`config.mk`:
```
export PLATFORM = sky130hd
export DESIGN_NAME = sdram_init_seq
export DESIGN_NICKNAME = d
export VERILOG_FILES = /design/src/rtl/sdram_init_pkg.sv /design/src/rtl/sdram_rst_sync.sv /design/src/rtl/sdram_init_fsm.sv /design/src/rtl/sdram_refresh_timer.sv /design/src/rtl/sdram_init_seq.sv
export SDC_FILE = /design/constraint.sdc
export NUM_CORES = 1
export LEC_CHECK = 0
export BUFFER_PORTS_ARGS = -buffer_cell sky130_fd_sc_hd__buf_4
export CORE_MARGIN = 8
export CORE_UTILIZATION = 25
export CTS_BUF_LIST = sky130_fd_sc_hd__clkbuf_4
export DETAILED_ROUTE_END_ITERATION = 12
export HOLD_SLACK_MARGIN = 0.12
export PLACE_DENSITY_LB_ADDON = 0.2
export SLEW_MARGIN = 20
export SYNTH_ARGS = -nofsm -noshare
export SYNTH_HDL_FRONTEND = slang
export SYNTH_SLANG_ARGS = --single-unit
```
`constraint.sdc`:
```
create_clock -name clk -period 1.35 [get_ports clk]
set_input_delay 0.135 -clock clk [delete_from_list [all_inputs] [get_ports clk]]
set_output_delay 0.135 -clock clk [all_outputs]
set_load 0.02 [all_outputs]
```
`src/rtl/sdram_init_pkg.sv`:
```
package sdram_init_pkg;

  // {cs_n, ras_n, cas_n, we_n}
  typedef enum logic [3:0] {
    CMD_LMR  = 4'b0000,
    CMD_AREF = 4'b0001,
    CMD_PRE  = 4'b0010,
    CMD_NOP  = 4'b0111
  } sd_cmd_e;

  typedef enum logic [2:0] {
    ST_PWRUP,
    ST_PRE,
    ST_PRE_WAIT,
    ST_REF,
    ST_REF_WAIT,
    ST_LMR,
    ST_LMR_WAIT,
    ST_DONE
  } init_st_e;

  // truncating nanosecond to clock conversion
  function automatic int ns_to_clk(input int mhz, input int ns);
    return (mhz * ns) / 1000;
  endfunction

  function automatic int imax(input int a, input int b);
    return (a > b) ? a : b;
  endfunction

endpackage

```
`src/rtl/sdram_rst_sync.sv`:
```
module sdram_rst_sync #(
  parameter int STAGES = 2
) (
  input  logic clk,
  input  logic rst_n,
  output logic rst_n_o
);
  logic [STAGES-1:0] sh_q;

  generate
    if (STAGES == 1) begin : g_one
      always_ff @(posedge clk or negedge rst_n) begin
        if (!rst_n) sh_q <= '0;
        else        sh_q <= 1'b1;
      end
    end else begin : g_many
      always_ff @(posedge clk or negedge rst_n) begin
        if (!rst_n) sh_q <= '0;
        else        sh_q <= {sh_q[STAGES-2:0], 1'b1};
      end
    end
  endgenerate

  assign rst_n_o = sh_q[STAGES-1];
endmodule

```
`src/rtl/sdram_init_fsm.sv`:
```
module sdram_init_fsm
  import sdram_init_pkg::*;
#(
  parameter int PWRUP_CYC = 10000,
  parameter int RP_CYC    = 1,
  parameter int RFC_CYC   = 3,
  parameter int MRD_CYC   = 1,
  parameter int NREF      = 8
) (
  input  logic    clk,
  input  logic    rst_n,
  output sd_cmd_e cmd_o,
  output logic    done_o
);
  localparam int MAXW   = imax(imax(PWRUP_CYC, RP_CYC), imax(RFC_CYC, MRD_CYC));
  localparam int WAIT_W = $clog2(MAXW + 1);
  localparam int CNT_W  = (NREF > 1) ? $clog2(NREF) : 1;

  init_st_e          state_q, state_n;
  logic [WAIT_W-1:0] wait_q, wait_n;
  logic [CNT_W-1:0]  ref_cnt_q, ref_cnt_n;
  logic              run_en;
  logic              wait_end;

  assign run_en   = (state_q != ST_DONE);
  assign wait_end = (wait_q <= WAIT_W'(1));

  always_comb begin
    state_n   = state_q;
    wait_n    = wait_q;
    ref_cnt_n = ref_cnt_q;
    cmd_o     = CMD_NOP;
    unique case (state_q)
      ST_PWRUP: begin
        if (wait_end) state_n = ST_PRE;
        else          wait_n  = wait_q - WAIT_W'(1);
      end
      ST_PRE: begin
        cmd_o   = CMD_PRE;
        wait_n  = WAIT_W'(RP_CYC);
        state_n = ST_PRE_WAIT;
      end
      ST_PRE_WAIT: begin
        if (wait_end) state_n = ST_REF;
        else          wait_n  = wait_q - WAIT_W'(1);
      end
      ST_REF: begin
        cmd_o   = CMD_AREF;
        wait_n  = WAIT_W'(RFC_CYC);
        state_n = ST_REF_WAIT;
      end
      ST_REF_WAIT: begin
        if (wait_end) begin
          if (ref_cnt_q == CNT_W'(NREF - 1)) begin
            state_n   = ST_LMR;
            ref_cnt_n = '0;
          end else begin
            state_n   = ST_REF;
            ref_cnt_n = ref_cnt_q + CNT_W'(1);
          end
        end else begin
          wait_n = wait_q - WAIT_W'(1);
        end
      end
      ST_LMR: begin
        cmd_o   = CMD_LMR;
        wait_n  = WAIT_W'(MRD_CYC);
        state_n = ST_LMR_WAIT;
      end
      ST_LMR_WAIT: begin
        if (wait_end) state_n = ST_DONE;
        else          wait_n  = wait_q - WAIT_W'(1);
      end
      default: state_n = ST_DONE;
    endcase
  end

  always_ff @(posedge clk or negedge rst_n) begin
    if (!rst_n) begin
      state_q   <= ST_PWRUP;
      wait_q    <= WAIT_W'(PWRUP_CYC);
      ref_cnt_q <= '0;
    end else if (run_en) begin
      state_q   <= state_n;
      wait_q    <= wait_n;
      ref_cnt_q <= ref_cnt_n;
    end
  end

  assign done_o = (state_q == ST_DONE);

  AST_WAIT_BOUNDED: assert property (@(posedge clk) disable iff (!rst_n)
    (state_q == ST_REF_WAIT) |-> (wait_q <= WAIT_W'(RFC_CYC)));

endmodule

```
`src/rtl/sdram_refresh_timer.sv`:
```
module sdram_refresh_timer #(
  parameter int REF_CYC = 370
) (
  input  logic clk,
  input  logic rst_n,
  input  logic run_i,
  input  logic grant_i,
  output logic issue_o,
  output logic req_o,
  output logic overrun_o
);
  localparam int CW = $clog2(REF_CYC + 1);

  logic [CW-1:0] cnt_q, cnt_n;
  logic          pend_q, pend_n;
  logic          ovr_q, ovr_n;
  logic          expire;

  assign expire  = run_i && (cnt_q == '0);
  assign issue_o = run_i && pend_q && grant_i;

  always_comb begin
    cnt_n  = cnt_q;
    pend_n = pend_q;
    ovr_n  = ovr_q;
    if (!run_i) begin
      cnt_n = CW'(REF_CYC);
    end else if (issue_o) begin
      cnt_n  = CW'(REF_CYC);
      pend_n = 1'b0;
    end else if (expire) begin
      cnt_n  = CW'(REF_CYC);
      pend_n = 1'b1;
      ovr_n  = ovr_q | pend_q;
    end else begin
      cnt_n = cnt_q - CW'(1);
    end
  end

  always_ff @(posedge clk or negedge rst_n) begin
    if (!rst_n) begin
      cnt_q  <= CW'(REF_CYC);
      pend_q <= 1'b0;
      ovr_q  <= 1'b0;
    end else begin
      cnt_q  <= cnt_n;
      pend_q <= pend_n;
      ovr_q  <= ovr_n;
    end
  end

  assign req_o     = pend_q;
  assign overrun_o = ovr_q;

  AST_OVERRUN_STICKY: assert property (@(posedge clk) disable iff (!rst_n)
    ovr_q |=> ovr_q);
  AST_NO_REQ_BEFORE_RUN: assert property (@(posedge clk) disable iff (!rst_n)
    !run_i |-> !pend_q);
  AST_HELD_WITHOUT_GRANT: assert property (@(posedge clk) disable iff (!rst_n)
    (pend_q && !grant_i) |=> pend_q);

endmodule

```
`src/rtl/sdram_init_seq.sv`:
```
module sdram_init_seq
  import sdram_init_pkg::*;
#(
  parameter int CLK_MHZ      = 50,
  parameter int PWRUP_US     = 200,
  parameter int T_RP_NS      = 18,
  parameter int T_RFC_NS     = 60,
  parameter int T_MRD_CLK    = 1,
  parameter int INIT_REFS    = 8,
  parameter int RETAIN_MS    = 64,
  parameter int ROW_COUNT    = 8192,
  parameter int REF_MARGIN   = 20,
  parameter int CAS_LAT      = 3,
  parameter int BURST_CODE   = 0,
  parameter int ADDR_W       = 12,
  parameter int BA_W         = 2,
  parameter int SYNC_STAGES  = 2
) (
  input  logic              clk,
  input  logic              rst_n,
  input  logic              grant,
  output logic              cke,
  output logic              cs_n,
  output logic              ras_n,
  output logic              cas_n,
  output logic              we_n,
  output logic [ADDR_W-1:0] addr,
  output logic [BA_W-1:0]   ba,
  output logic              init_done,
  output logic              ref_req,
  output logic              ref_ack,
  output logic              ref_overrun
);
  localparam int PWRUP_CYC = CLK_MHZ * PWRUP_US;
  localparam int RP_CYC    = imax(ns_to_clk(CLK_MHZ, T_RP_NS), 1);
  localparam int RFC_CYC   = imax(ns_to_clk(CLK_MHZ, T_RFC_NS), 1);
  localparam int MRD_CYC   = imax(T_MRD_CLK, 1);
  localparam int ROW_NS    = (RETAIN_MS * 1000000) / ROW_COUNT;
  localparam int REF_CYC   = ns_to_clk(CLK_MHZ, ROW_NS) - REF_MARGIN;
  localparam logic [ADDR_W-1:0] PRE_ALL_ADDR = ADDR_W'(1 << 10);
  localparam logic [ADDR_W-1:0] MODE_WORD    =
    ADDR_W'(((CAS_LAT & 7) << 4) | (BURST_CODE & 7));

  logic    rst_sn;
  sd_cmd_e fsm_cmd;
  logic    fsm_done;
  logic    issue;
  sd_cmd_e cmd_n, cmd_q;
  logic [ADDR_W-1:0] addr_n, addr_q;
  logic    cke_q, done_q, ack_q;

  sdram_rst_sync #(.STAGES(SYNC_STAGES)) u_sync (
    .clk(clk), .rst_n(rst_n), .rst_n_o(rst_sn)
  );

  sdram_init_fsm #(
    .PWRUP_CYC(PWRUP_CYC), .RP_CYC(RP_CYC), .RFC_CYC(RFC_CYC),
    .MRD_CYC(MRD_CYC), .NREF(INIT_REFS)
  ) u_fsm (
    .clk(clk), .rst_n(rst_sn), .cmd_o(fsm_cmd), .done_o(fsm_done)
  );

  sdram_refresh_timer #(.REF_CYC(REF_CYC)) u_ref (
    .clk(clk), .rst_n(rst_sn), .run_i(done_q), .grant_i(grant),
    .issue_o(issue), .req_o(ref_req), .overrun_o(ref_overrun)
  );

  always_comb begin
    if (!done_q) cmd_n = fsm_cmd;
    else         cmd_n = issue ? CMD_AREF : CMD_NOP;
    unique case (cmd_n)
      CMD_PRE: addr_n = PRE_ALL_ADDR;
      CMD_LMR: addr_n = MODE_WORD;
      default: addr_n = '0;
    endcase
  end

  always_ff @(posedge clk or negedge rst_sn) begin
    if (!rst_sn) begin
      cke_q  <= 1'b0;
      cmd_q  <= CMD_NOP;
      addr_q <= '0;
      done_q <= 1'b0;
      ack_q  <= 1'b0;
    end else begin
      cke_q  <= 1'b1;
      cmd_q  <= cmd_n;
      addr_q <= addr_n;
      done_q <= fsm_done;
      ack_q  <= done_q && issue;
    end
  end

  assign cke       = cke_q;
  assign {cs_n, ras_n, cas_n, we_n} = cmd_q;
  assign addr      = addr_q;
  assign ba        = '0;
  assign init_done = done_q;
  assign ref_ack   = ack_q;

  // assertion-only count of refreshes seen before init_done
  logic [7:0] aref_seen_q;
  always_ff @(posedge clk or negedge rst_sn) begin
    if (!rst_sn)                             aref_seen_q <= '0;
    else if (!done_q && cmd_q == CMD_AREF)   aref_seen_q <= aref_seen_q + 8'd1;
  end

  AST_CKE_STAYS_HIGH: assert property (@(posedge clk) disable iff (!rst_sn)
    cke_q |=> cke_q);
  AST_INIT_AREF_COUNT: assert property (@(posedge clk) disable iff (!rst_sn)
    (cmd_q == CMD_LMR) |-> (aref_seen_q == 8'(INIT_REFS)));
  AST_DONE_STICKY: assert property (@(posedge clk) disable iff (!rst_sn)
    done_q |=> done_q);
  AST_ACK_WITH_AREF: assert property (@(posedge clk) disable iff (!rst_sn)
    ack_q |-> (cmd_q == CMD_AREF));
  AST_ACK_NEEDS_GRANT: assert property (@(posedge clk) disable iff (!rst_sn)
    ack_q |-> ($past(grant) && $past(ref_req)));

endmodule

```
==> results of run 1 <==
==> kinds of logic after synthesis <==
family | Yosys count | share of synthesized area, %
mux | 8 | 4.38
simple gates | 80 | 22.1
other cells | 2 | 0.346
compound gates | 34 | 11.5
xor+xnor | 7 | 2.82
fa+ha+maj | 5 | 2.88
buf+inv | 27 | 8.06
flops | 41 | 48.0
==> layout make-up <==
| class | count | area, um2 | share of cell area (%) |
|---|---|---|---|
| multi-input combinational | 148 | 1290 | 40.1 |
| inverter | 8 | 30.0 | 0.929 |
| tap | 108 | 135 | 4.18 |
| clock buffer | 5 | 37.5 | 1.16 |
| timing repair buffer | 83 | 674 | 20.9 |
| sequential | 41 | 1040 | 32.3 |
| clock inverter | 3 | 17.5 | 0.542 |
==> power groups by stage <==
stage	Sequential (mW)	Clock, mW	Combinational, mW
CTS	1.39	0.688	0.545
finish	1.39	0.642	0.561
global placement	1.41	0	0.508
detailed placement	1.42	0	0.514
global route	1.41	0.728	0.627
floorplan	1.46	0	0.256
==> sequential cells by signal, indices dropped and copies added, names as in the netlist <==
name,flops
u_ref.req_o,1
cke,1
u_sync.sh_q,2
ref_ack,1
init_done,1
u_fsm.wait_q,14
cmd_q,3
u_ref.cnt_q,9
u_fsm.ref_cnt_q,3
u_ref.overrun_o,1
addr,2
u_fsm.state_q,3
==> metrics by stage <==
step           setup TNS (ps)  utilization [%]  instances
3_3_place_gp            -9890             32.3        373
5_1_grt                -11860             37.6        396
2_1_floorplan           -6870                -        216
6_report                -9670             37.6        396
4_1_cts                 -9790             35.7        389
3_5_place_dp            -9730             32.3        373
==> routing by layer <==
layer / vias up / share of wire, %
met4: 0 / 1.1
met2: 19 / 47
met1: 833 / 48
met3: 4 / 4.1
li1: 865 / -
met5: - / 0
==> placed cells by master, fill, tap and decap left out, types with 3 or more instances in the layout <==
| cell | synthesis | layout |
|---|---|---|
| a2111o_1 | 3 | 3 |
| a2111oi_4 | 0 | 3 |
| a21oi_1 | 7 | 5 |
| buf_4 | 13 | 71 |
| buf_6 | 1 | 9 |
| clkbuf_4 | 0 | 5 |
| conb_1 | 2 | 14 |
| dfrtp_1 | 28 | 27 |
| dfstp_2 | 13 | 13 |
| inv_1 | 8 | 6 |
| mux2_4 | 3 | 3 |
| mux2i_1 | 5 | 5 |
| nand2_1 | 20 | 18 |
| nor2_1 | 14 | 10 |
| nor2_2 | 0 | 3 |
| nor3_1 | 6 | 5 |
| nor3_4 | 1 | 4 |
| nor4_4 | 1 | 4 |
| o21ai_0 | 4 | 3 |
| or2_2 | 6 | 6 |
| or3_4 | 1 | 4 |
| xnor2_1 | 4 | 4 |
| xor2_1 | 3 | 3 |
==> what timing repair did <==
item	4_1_cts	5_1_grt
setup buffers	7	7
endpoints found under the setup margin	30	31
cloned	0	0
pin swaps	13	8
endpoints found under the hold margin	2	0
hold buffers	2	0
resized for setup	31	23
==> critical path, cell delays in order (launching register included) <==
cell and delay, ps:
dfrtp_2 440, inv_2 60, ha_4 170, nor2_4 100, buf_4 120, nor3_4 40
buf_6 130, or3_4 330, o41ai_4 330
==> worst min path at each step <==
stage / start / end / slack [ps] / depth (start not counted)
4_1_cts: grant / ref_ack / 200 / 2
3_3_place_gp: rst_n / u_sync.sh_q[0] / -80 / 1
6_report: grant / ref_ack / 220 / 2
2_1_floorplan: rst_n / u_sync.sh_q[0] / -160 / 0
3_5_place_dp: rst_n / u_sync.sh_q[0] / -80 / 1
5_1_grt: grant / ref_ack / 220 / 2
==> results.md, run 1 <==
- Status: complete, but fails checks
- Violations in the final reports: setup timing
- RSZ-0062 raised after global routing: true
- Initial antenna violation count: 0
- CP Launch Type: register
- Initial core utilization: 25.3%
- Die area: 11900 um2
- Netlist Area Pre-Place: 2170 um2
- Fillers: 850
- Peak supply drop: 0.290 mV
- Final ANT Viol Nets: 0
- CTS buffer count: 5
- # IOs: 26
- Final hold vios: 0
- Most common cell in the netlist: dfrtp_1
- DRC violations left: 0
- GR met2 Demand/Resource: 14.0%
- Net Switching: 0.776 mW
- Worst-path clk slew: 130 ps
- Syn Inst Count: 204
- Row count: 34
- Crit path capture: u_fsm.wait_q[11]
- EDFF count, synth: 0
- Vias/cell: 4.35
- Commonest register cell after synthesis: dfrtp_1
- Worst Setup End Kind: register
- Worst skew pair latency: 350 ps
- Hpwl dp: 3.64 mm
- Data arrival, critical path: 2080 ps
- Max Freq: 0.549 GHz
- Grt met3 use: 2.19%
- WL final: 5.04 mm
- CTS root buf: clkbuf_4
- Post-DR wirelength/cell: 12.7 um
- Placed Area: 2780 um2
- Yosys top cell area share: 32.3%
- Final worst setup slack: -470 ps
- Combinational power share: 21.6%
- Pwr Density: 803 nW/um2
- R2R Path End: u_fsm.wait_q[11]
- Final-report max-slew violation count: 0
- Final Skew: 4.24 ps
- Sink Count: 41
- Min Clock Period, post-route: 1820 ps
- Grt ovf: 0
- Crit path from: u_fsm.wait_q[0]
- Drt pass-1 iters: 3
- H-tree levels: 2
- Vias: 1721
- CP max FO: 7
- Switching Share: 29.9%
- Largest cells by area after synthesis: dfrtp_1 (32%), dfstp_2 (16%), buf_4 (4.5%)
- GRT Util Overall: 8.94%
- Worst setup path category: reg -> reg
- Ys async rst share: 100%
- First-pass GRT wire length: 8.49 mm
- Internal power: 1.82 mW
- # setup viols final: 30
- Clk pwr share: 24.7%
- Pleak: 1.47 nW
- Mapped Avg Cell Area: 10.6 um2
- Hold Path Class: in -> reg
- Cell taking the most area after synthesis: dfrtp_1
- Tot Pwr: 2.60 mW
- Met1 GRT Util: 11.8%
- Reg-to-reg slack, setup: -470 ps
- Max cap viols: 0
- Layout area overhead: 48.8%
- Sequential fraction of the synthesis area: 48.0%
- Flops & latches, synth: 41
- Post-synthesis cell type count: 53
- Hold_ws: 216 ps
- Worst EP required: 1610 ps
- Core area: 8590 um2
- TritonCTS clock tree: built
- ANT cells: 0
- Clk buf depth: 2
- Reg2Reg Depth: 8
- Fraction of layout cells with a size suffix above 1: 53.8%
- DR iter-0 viols: 26
- Busiest grt layer: met2
- Design area: 3230 um2
- PortBufs: 13
- Number of global-route vias before repair: 1777
- Worst R2R Start: u_fsm.wait_q[0]
- Gpl congestion: 0.772
- Largest net degree at the start of global routing: 40
- Sequential power share: 53.7%
- Die H: 109 um
- Final worst-path cycle share: 135%
- Top cells by count, synth: dfrtp_1 (28), nand2_1 (20), nor2_1 (14)
- Final net count: 295
- Pre-CTS setup slack: -448 ps
- Synth warn: 0
- Die X: 109 um
No activity file was read; power rests on OpenSTA's default activity.
==> run 2, diff against run 1 <==
--- a/config.mk
+++ b/config.mk
@@ -12,6 +12,7 @@
 export DETAILED_ROUTE_END_ITERATION = 12
 export HOLD_SLACK_MARGIN = 0.12
 export PLACE_DENSITY_LB_ADDON = 0.2
+export SETUP_SLACK_MARGIN = 0.15
 export SLEW_MARGIN = 20
 export SYNTH_ARGS = -nofsm -noshare
 export SYNTH_HDL_FRONTEND = slang
==> run 2 against run 1 <==
  * Worst setup slack worse by 5.3 ps
  * The run still ends with setup timing left
  * Utilization grew 1.7 points
  * Clock power fell by 1%
  * Routed wire length up 5.6%
  * Clock skew is 5.4 ps higher
  * Flip-flop and latch count unchanged
  * Hold slack worse by 4.8 ps
  * Largest power group unchanged
  * Via count rose by 2.4%
  * Critical endpoint is now u_fsm.wait_q[0]
  * Total power is 1.8% higher
  * First-iteration DRC count grew to 3.2 times the previous value
  * Non-clock buffer count grew 3
==> results.md, run 2 (synthesis results as in run 1) <==
- GRT Util Overall: 9.66%
- Final net count: 298
- Pre-CTS setup slack: -498 ps
- Tot Pwr: 2.64 mW
- Data arrival, critical path: 2080 ps
- PortBufs: 13
- RSZ-0062 raised after global routing: true
- Violations in the final reports: setup timing
- Grt met3 use: 2.36%
- Drt pass-1 iters: 4
- Grt ovf: 0
- Final worst-path cycle share: 135%
- Placed Area: 2750 um2
- Max cap viols: 0
- Die X: 109 um
- Worst skew pair latency: 350 ps
- Die area: 11900 um2
- # setup viols final: 30
- Status: complete, but fails checks
- DRC violations left: 0
- H-tree levels: 2
- Worst Setup End Kind: register
- Final Skew: 9.62 ps
- Hold Path Class: in -> reg
- Design area: 3380 um2
- Final ANT Viol Nets: 0
- DR iter-0 viols: 82
- Busiest grt layer: met2
- Number of global-route vias before repair: 1834
- CTS root buf: clkbuf_4
- Layout area overhead: 55.8%
- Post-DR wirelength/cell: 13.3 um
- Worst EP required: 1600 ps
- Initial core utilization: 25.3%
- Most common cell after layout, fill and taps aside: buf_4
- Met1 GRT Util: 12.3%
- CP Launch Type: register
- Peak supply drop: 0.268 mV
- Max Freq: 0.548 GHz
- TritonCTS clock tree: built
- # IOs: 26
- Gpl congestion: 0.730
- Final worst setup slack: -475 ps
- Final Core Density: 39.4%
- Max reg flops: 14
- Worst setup path category: reg -> reg
- Fillers: 850
- Row count: 34
- Final hold vios: 0
- Final-report max-slew violation count: 0
- Pleak: 1.53 nW
- Clk buf depth: 2
- WL final: 5.32 mm
- Initial antenna violation count: 0
- Largest net degree at the start of global routing: 40
- First-pass GRT wire length: 9.14 mm
- Worst-path clk slew: 130 ps
- Core area: 8590 um2
- Commonest non-fill, non-tap cells in the layout: buf_4 (61), dfrtp_1 (25), buf_6 (22), nand2_1 (17), conb_1 (14)
- Min Clock Period, post-route: 1830 ps
- CTS buffer count: 5
- Vias: 1762
- Pwr Density: 781 nW/um2
- GR met2 Demand/Resource: 15.7%
- ANT cells: 0
- Most flop-heavy register: u_fsm.wait_q
- CP max FO: 5
- Hpwl dp: 3.72 mm
- Biggest regs: u_fsm.wait_q x14, u_ref.cnt_q x9
- Sink Count: 41
- Die H: 109 um
- Fraction of layout cells with a size suffix above 1: 59.5%
- Vias/cell: 4.42
[run 2: changes by cell type in the layout (fill, tap and decap cells not counted), moves of 2 or more]
cell / change
buf_6: +13
buf_4: -10
dfrtp_1: -2
dfrtp_2: +2
nand3_4: +2
nor4_4: +2
or3_1: -2
or3_4: +2
[run 2: final timing paths]
kind	slack (ps)	from	cells past startpoint	endpoint
max in group asynchronous	590	rst_n	3	u_sync.sh_q[1]
max	-480	u_fsm.wait_q[2]	6	u_fsm.wait_q[0]
max reg2reg	-480	u_fsm.wait_q[2]	6	u_fsm.wait_q[0]
min	210	grant	3	cmd_q[2]
min reg2reg	240	u_sync.sh_q[1]	1	u_fsm.wait_q[6]
min in group asynchronous	240	u_sync.sh_q[1]	1	u_fsm.wait_q[6]
[run 2: metrics by stage]
| step | instances | hold WS [ps] | setup TNS (ps) |
|---|---|---|---|
| detailed placement | 369 | -79.2 | -10190 |
| global placement | 369 | -78.9 | -9720 |
| CTS | 393 | 198 | -9990 |
| global route | 399 | 203 | -11100 |
| finish | 399 | 211 | -9220 |
| floorplan | 216 | -161 | -6870 |
[run 2: layout make-up]
class,instances,area (um2),area share [%]
clock buffer,6,45.0,1.33
clock inverter,2,10.0,0.296
inverter,8,30.0,0.888
timing repair buffer,86,746,22.0
multi-input combinational,148,1370,40.5
sequential,41,1050,30.9
tap,108,135,3.99
[run 2: what timing repair did]
item / CTS / global route
hold buffers: 2 / 0
cloned: 0 / 0
setup buffers: 14 / 6
setup endpoints to repair: 35 / 36
hold endpoints to repair: 2 / 0
pin swaps: 20 / 17
resized for setup: 62 / 23
[run 2: critical path, stage by stage (launching register included)]
cell and delay [ps]:
dfrtp_2 460, or4_4 530, nor3_4 220, buf_4 170, buf_6 130, a211oi_2 70
a21o_1 150
[run 2: report_power, final]
group          total [mW]  leakage [nW]  switching [mW]  internal (mW)
clock network       0.634        0.0354           0.415          0.219
registers            1.40         0.485          0.0529           1.35
logic               0.609          1.01           0.307          0.303
total                2.64          1.53           0.775           1.87
[run 2: metal layers]
metal  share of wire, %  wire [um]  vias up
met2                 50       2640       24
met1                 45       2410      862
met3                3.9        209        4
li1                   -          -      872
met5                  0          0        -
met4                1.1         56        0
==> run 3, diff against run 2 <==
--- a/config.mk
+++ b/config.mk
@@ -10,9 +10,10 @@
 export CORE_UTILIZATION = 25
 export CTS_BUF_LIST = sky130_fd_sc_hd__clkbuf_4
 export DETAILED_ROUTE_END_ITERATION = 12
+export GPL_ROUTABILITY_DRIVEN = 0
 export HOLD_SLACK_MARGIN = 0.12
 export PLACE_DENSITY_LB_ADDON = 0.2
-export SETUP_SLACK_MARGIN = 0.15
+export SETUP_SLACK_MARGIN = 0.2
 export SLEW_MARGIN = 20
 export SYNTH_ARGS = -nofsm -noshare
 export SYNTH_HDL_FRONTEND = slang
==> run 3 against run 2 <==
  * The run still ends with setup timing left
  * Hold slack got worse by 26 ps
  * Clock-buffer cell count fell by 1
  * Clock power rose by 27%
  * Register-to-register slack improved by 20 ps
  * Final cell count fell by 1.8%
  * Critical path depth fell by 2
  * Combinational power fell by 2%
  * Utilization fell by 1.4 points
  * Design area fell by 3.5%
  * First-iteration DRC count fell by 38%
==> results.md, run 3 (synthesis results as in run 1) <==
- Worst-path clk slew: 130 ps
- Crit path from: u_fsm.wait_q[4]
- DRC violations left: 0
- Data arrival, critical path: 2050 ps
- Worst skew pair latency: 350 ps
- Final net count: 291
- Cells along the critical path: or4_4 > nor3_4 > nand4b_4 > mux2_4
- Inst Count DP: 369
- Fillers: 850
- Final worst-path cycle share: 134%
- Final hold vios: 0
- Biggest regs: u_fsm.wait_q x14, u_ref.cnt_q x9
- Max reg flops: 14
- Post-route insts no fill: 392
- Worst setup path category: reg -> reg
- Die area: 11900 um2
- Final Skew: 10.3 ps
- Drt pass-1 iters: 4
- Hold Path Class: in -> reg
- CTS buffer count: 5
- Post-Route M1 WL: 2.28 mm
- Max cap viols: 0
- Hold_ws: 185 ps
- Worst R2R Start: u_fsm.wait_q[4]
- H-tree levels: 2
- Hpwl dp: 3.53 mm
- Pwr Density: 857 nW/um2
- GRT Util Overall: 8.99%
- Max Freq: 0.553 GHz
- CP max FO: 4
- Fraction of layout cells with a size suffix above 1: 57.0%
- WL met3: 225 um
- Top Layer Used: met4
- Tot Pwr: 2.80 mW
- Min Clock Period, post-route: 1810 ps
- CP Launch Type: register
- RSZ-0062 raised after global routing: true
- Core area: 8590 um2
- Initial antenna violation count: 0
- Grt ovf: 0
- Sink Count: 41
- Clk buf depth: 2
- # IOs: 26
- Layout area overhead: 50.3%
- Commonest non-fill, non-tap cells in the layout: buf_4 (59), dfrtp_1 (24), nand2_1 (19), buf_6 (17), conb_1 (14)
- Kind of cell adding the most delay to the critical path: simple AND/OR/NAND/NOR gates
- Peak supply drop: 0.514 mV
- Vias/cell: 4.39
- Largest net degree at the start of global routing: 40
- CP max-delay cell: or4_4
- Most flop-heavy register: u_fsm.wait_q
- Final-report max-slew violation count: 0
- Vias: 1722
- DR iter-0 viols: 51
- Post-DR wirelength/cell: 13.0 um
- Crit-path max cell delay: 570 ps
- Met2 wire len: 2.56 mm
- Worst EP required: 1590 ps
- TritonCTS clock tree: built
- CP bufs+invs: 0
- # setup viols final: 30
- Most common cell after layout, fill and taps aside: buf_4
- CTS root buf: clkbuf_4
- Number of global-route vias before repair: 1804
- Die X: 109 um
- ANT cells: 0
- Final worst setup slack: -460 ps
- Status: complete, but fails checks
- Row count: 34
- PortBufs: 13
- Violations in the final reports: setup timing
- Pre-CTS setup slack: -438 ps
- Initial core utilization: 25.3%
- Hold Crit Start: grant
- Pleak: 1.46 nW
- First-pass GRT wire length: 8.53 mm
- Die H: 109 um
- Final ANT Viol Nets: 0
- WL final: 5.11 mm
- Worst Setup End Kind: register
run 3: cell count changes in the layout (fill, tap and decap cells not counted), moves of 3 or more:
cell    delta
or3_1      +3
inv_1      -3
or3_4      -3
buf_6      -5
nor4_4     -3
inv_2      +3
run 3: per-layer routing:
metal / global-route usage [%] / up-vias
met1: 11.3 / 834
met2: 15.1 / 30
li1: - / 856
met3: 1.24 / 2
met4: 3.76 / 0
met5: 0 / -
run 3: worst paths after layout:
check                                endpoint  slack (ps)  cells past startpoint
max                        u_fsm.ref_cnt_q[2]        -460                      4
min                                   ref_ack         190                      2
max reg2reg                u_fsm.ref_cnt_q[2]        -460                      4
min reg2reg                           ref_ack         240                      1
max in group asynchronous      u_sync.sh_q[1]         590                      3
min in group asynchronous             ref_ack         240                      1
run 3: per-stage QoR:
| stage | TNS (ps) | util, % | area (um2) |
|---|---|---|---|
| final | -8290 | 38.0 | 3270 |
| after global routing | -10740 | 38.0 | 3270 |
| after CTS | -8640 | 36.6 | 3140 |
| after detailed placement | -9440 | 32.1 | 2760 |
| after global placement | -9880 | 32.1 | 2760 |
| after floorplan | -6870 | - | 2270 |
run 3: cell type report:
cell class	instances	area, um2	share of cell area [%]
Multi-Input combinational cell	148	1300	39.8
Clock inverter	3	41.3	1.26
Clock buffer	5	37.5	1.15
Timing Repair Buffer	79	674	20.7
Inverter	8	30.0	0.920
Sequential cell	41	1050	32.1
Tap cell	108	135	4.14
run 3: repair_timing:
item | in CTS | in global routing
endpoints found under the hold margin | 2 | 0
endpoints found under the setup margin | 37 | 39
gates resized for setup | 53 | 19
setup buffers | 7 | 6
hold buffers | 2 | 0
pin swaps | 17 | 6
run 3: where the power goes:
part / leakage, nW / internal [mW] / total [mW] / switching, mW
Sequential: 0.484 / 1.35 / 1.40 / 0.0536
Combinational: 0.941 / 0.299 / 0.594 / 0.294
Clock: 0.0389 / 0.384 / 0.805 / 0.421
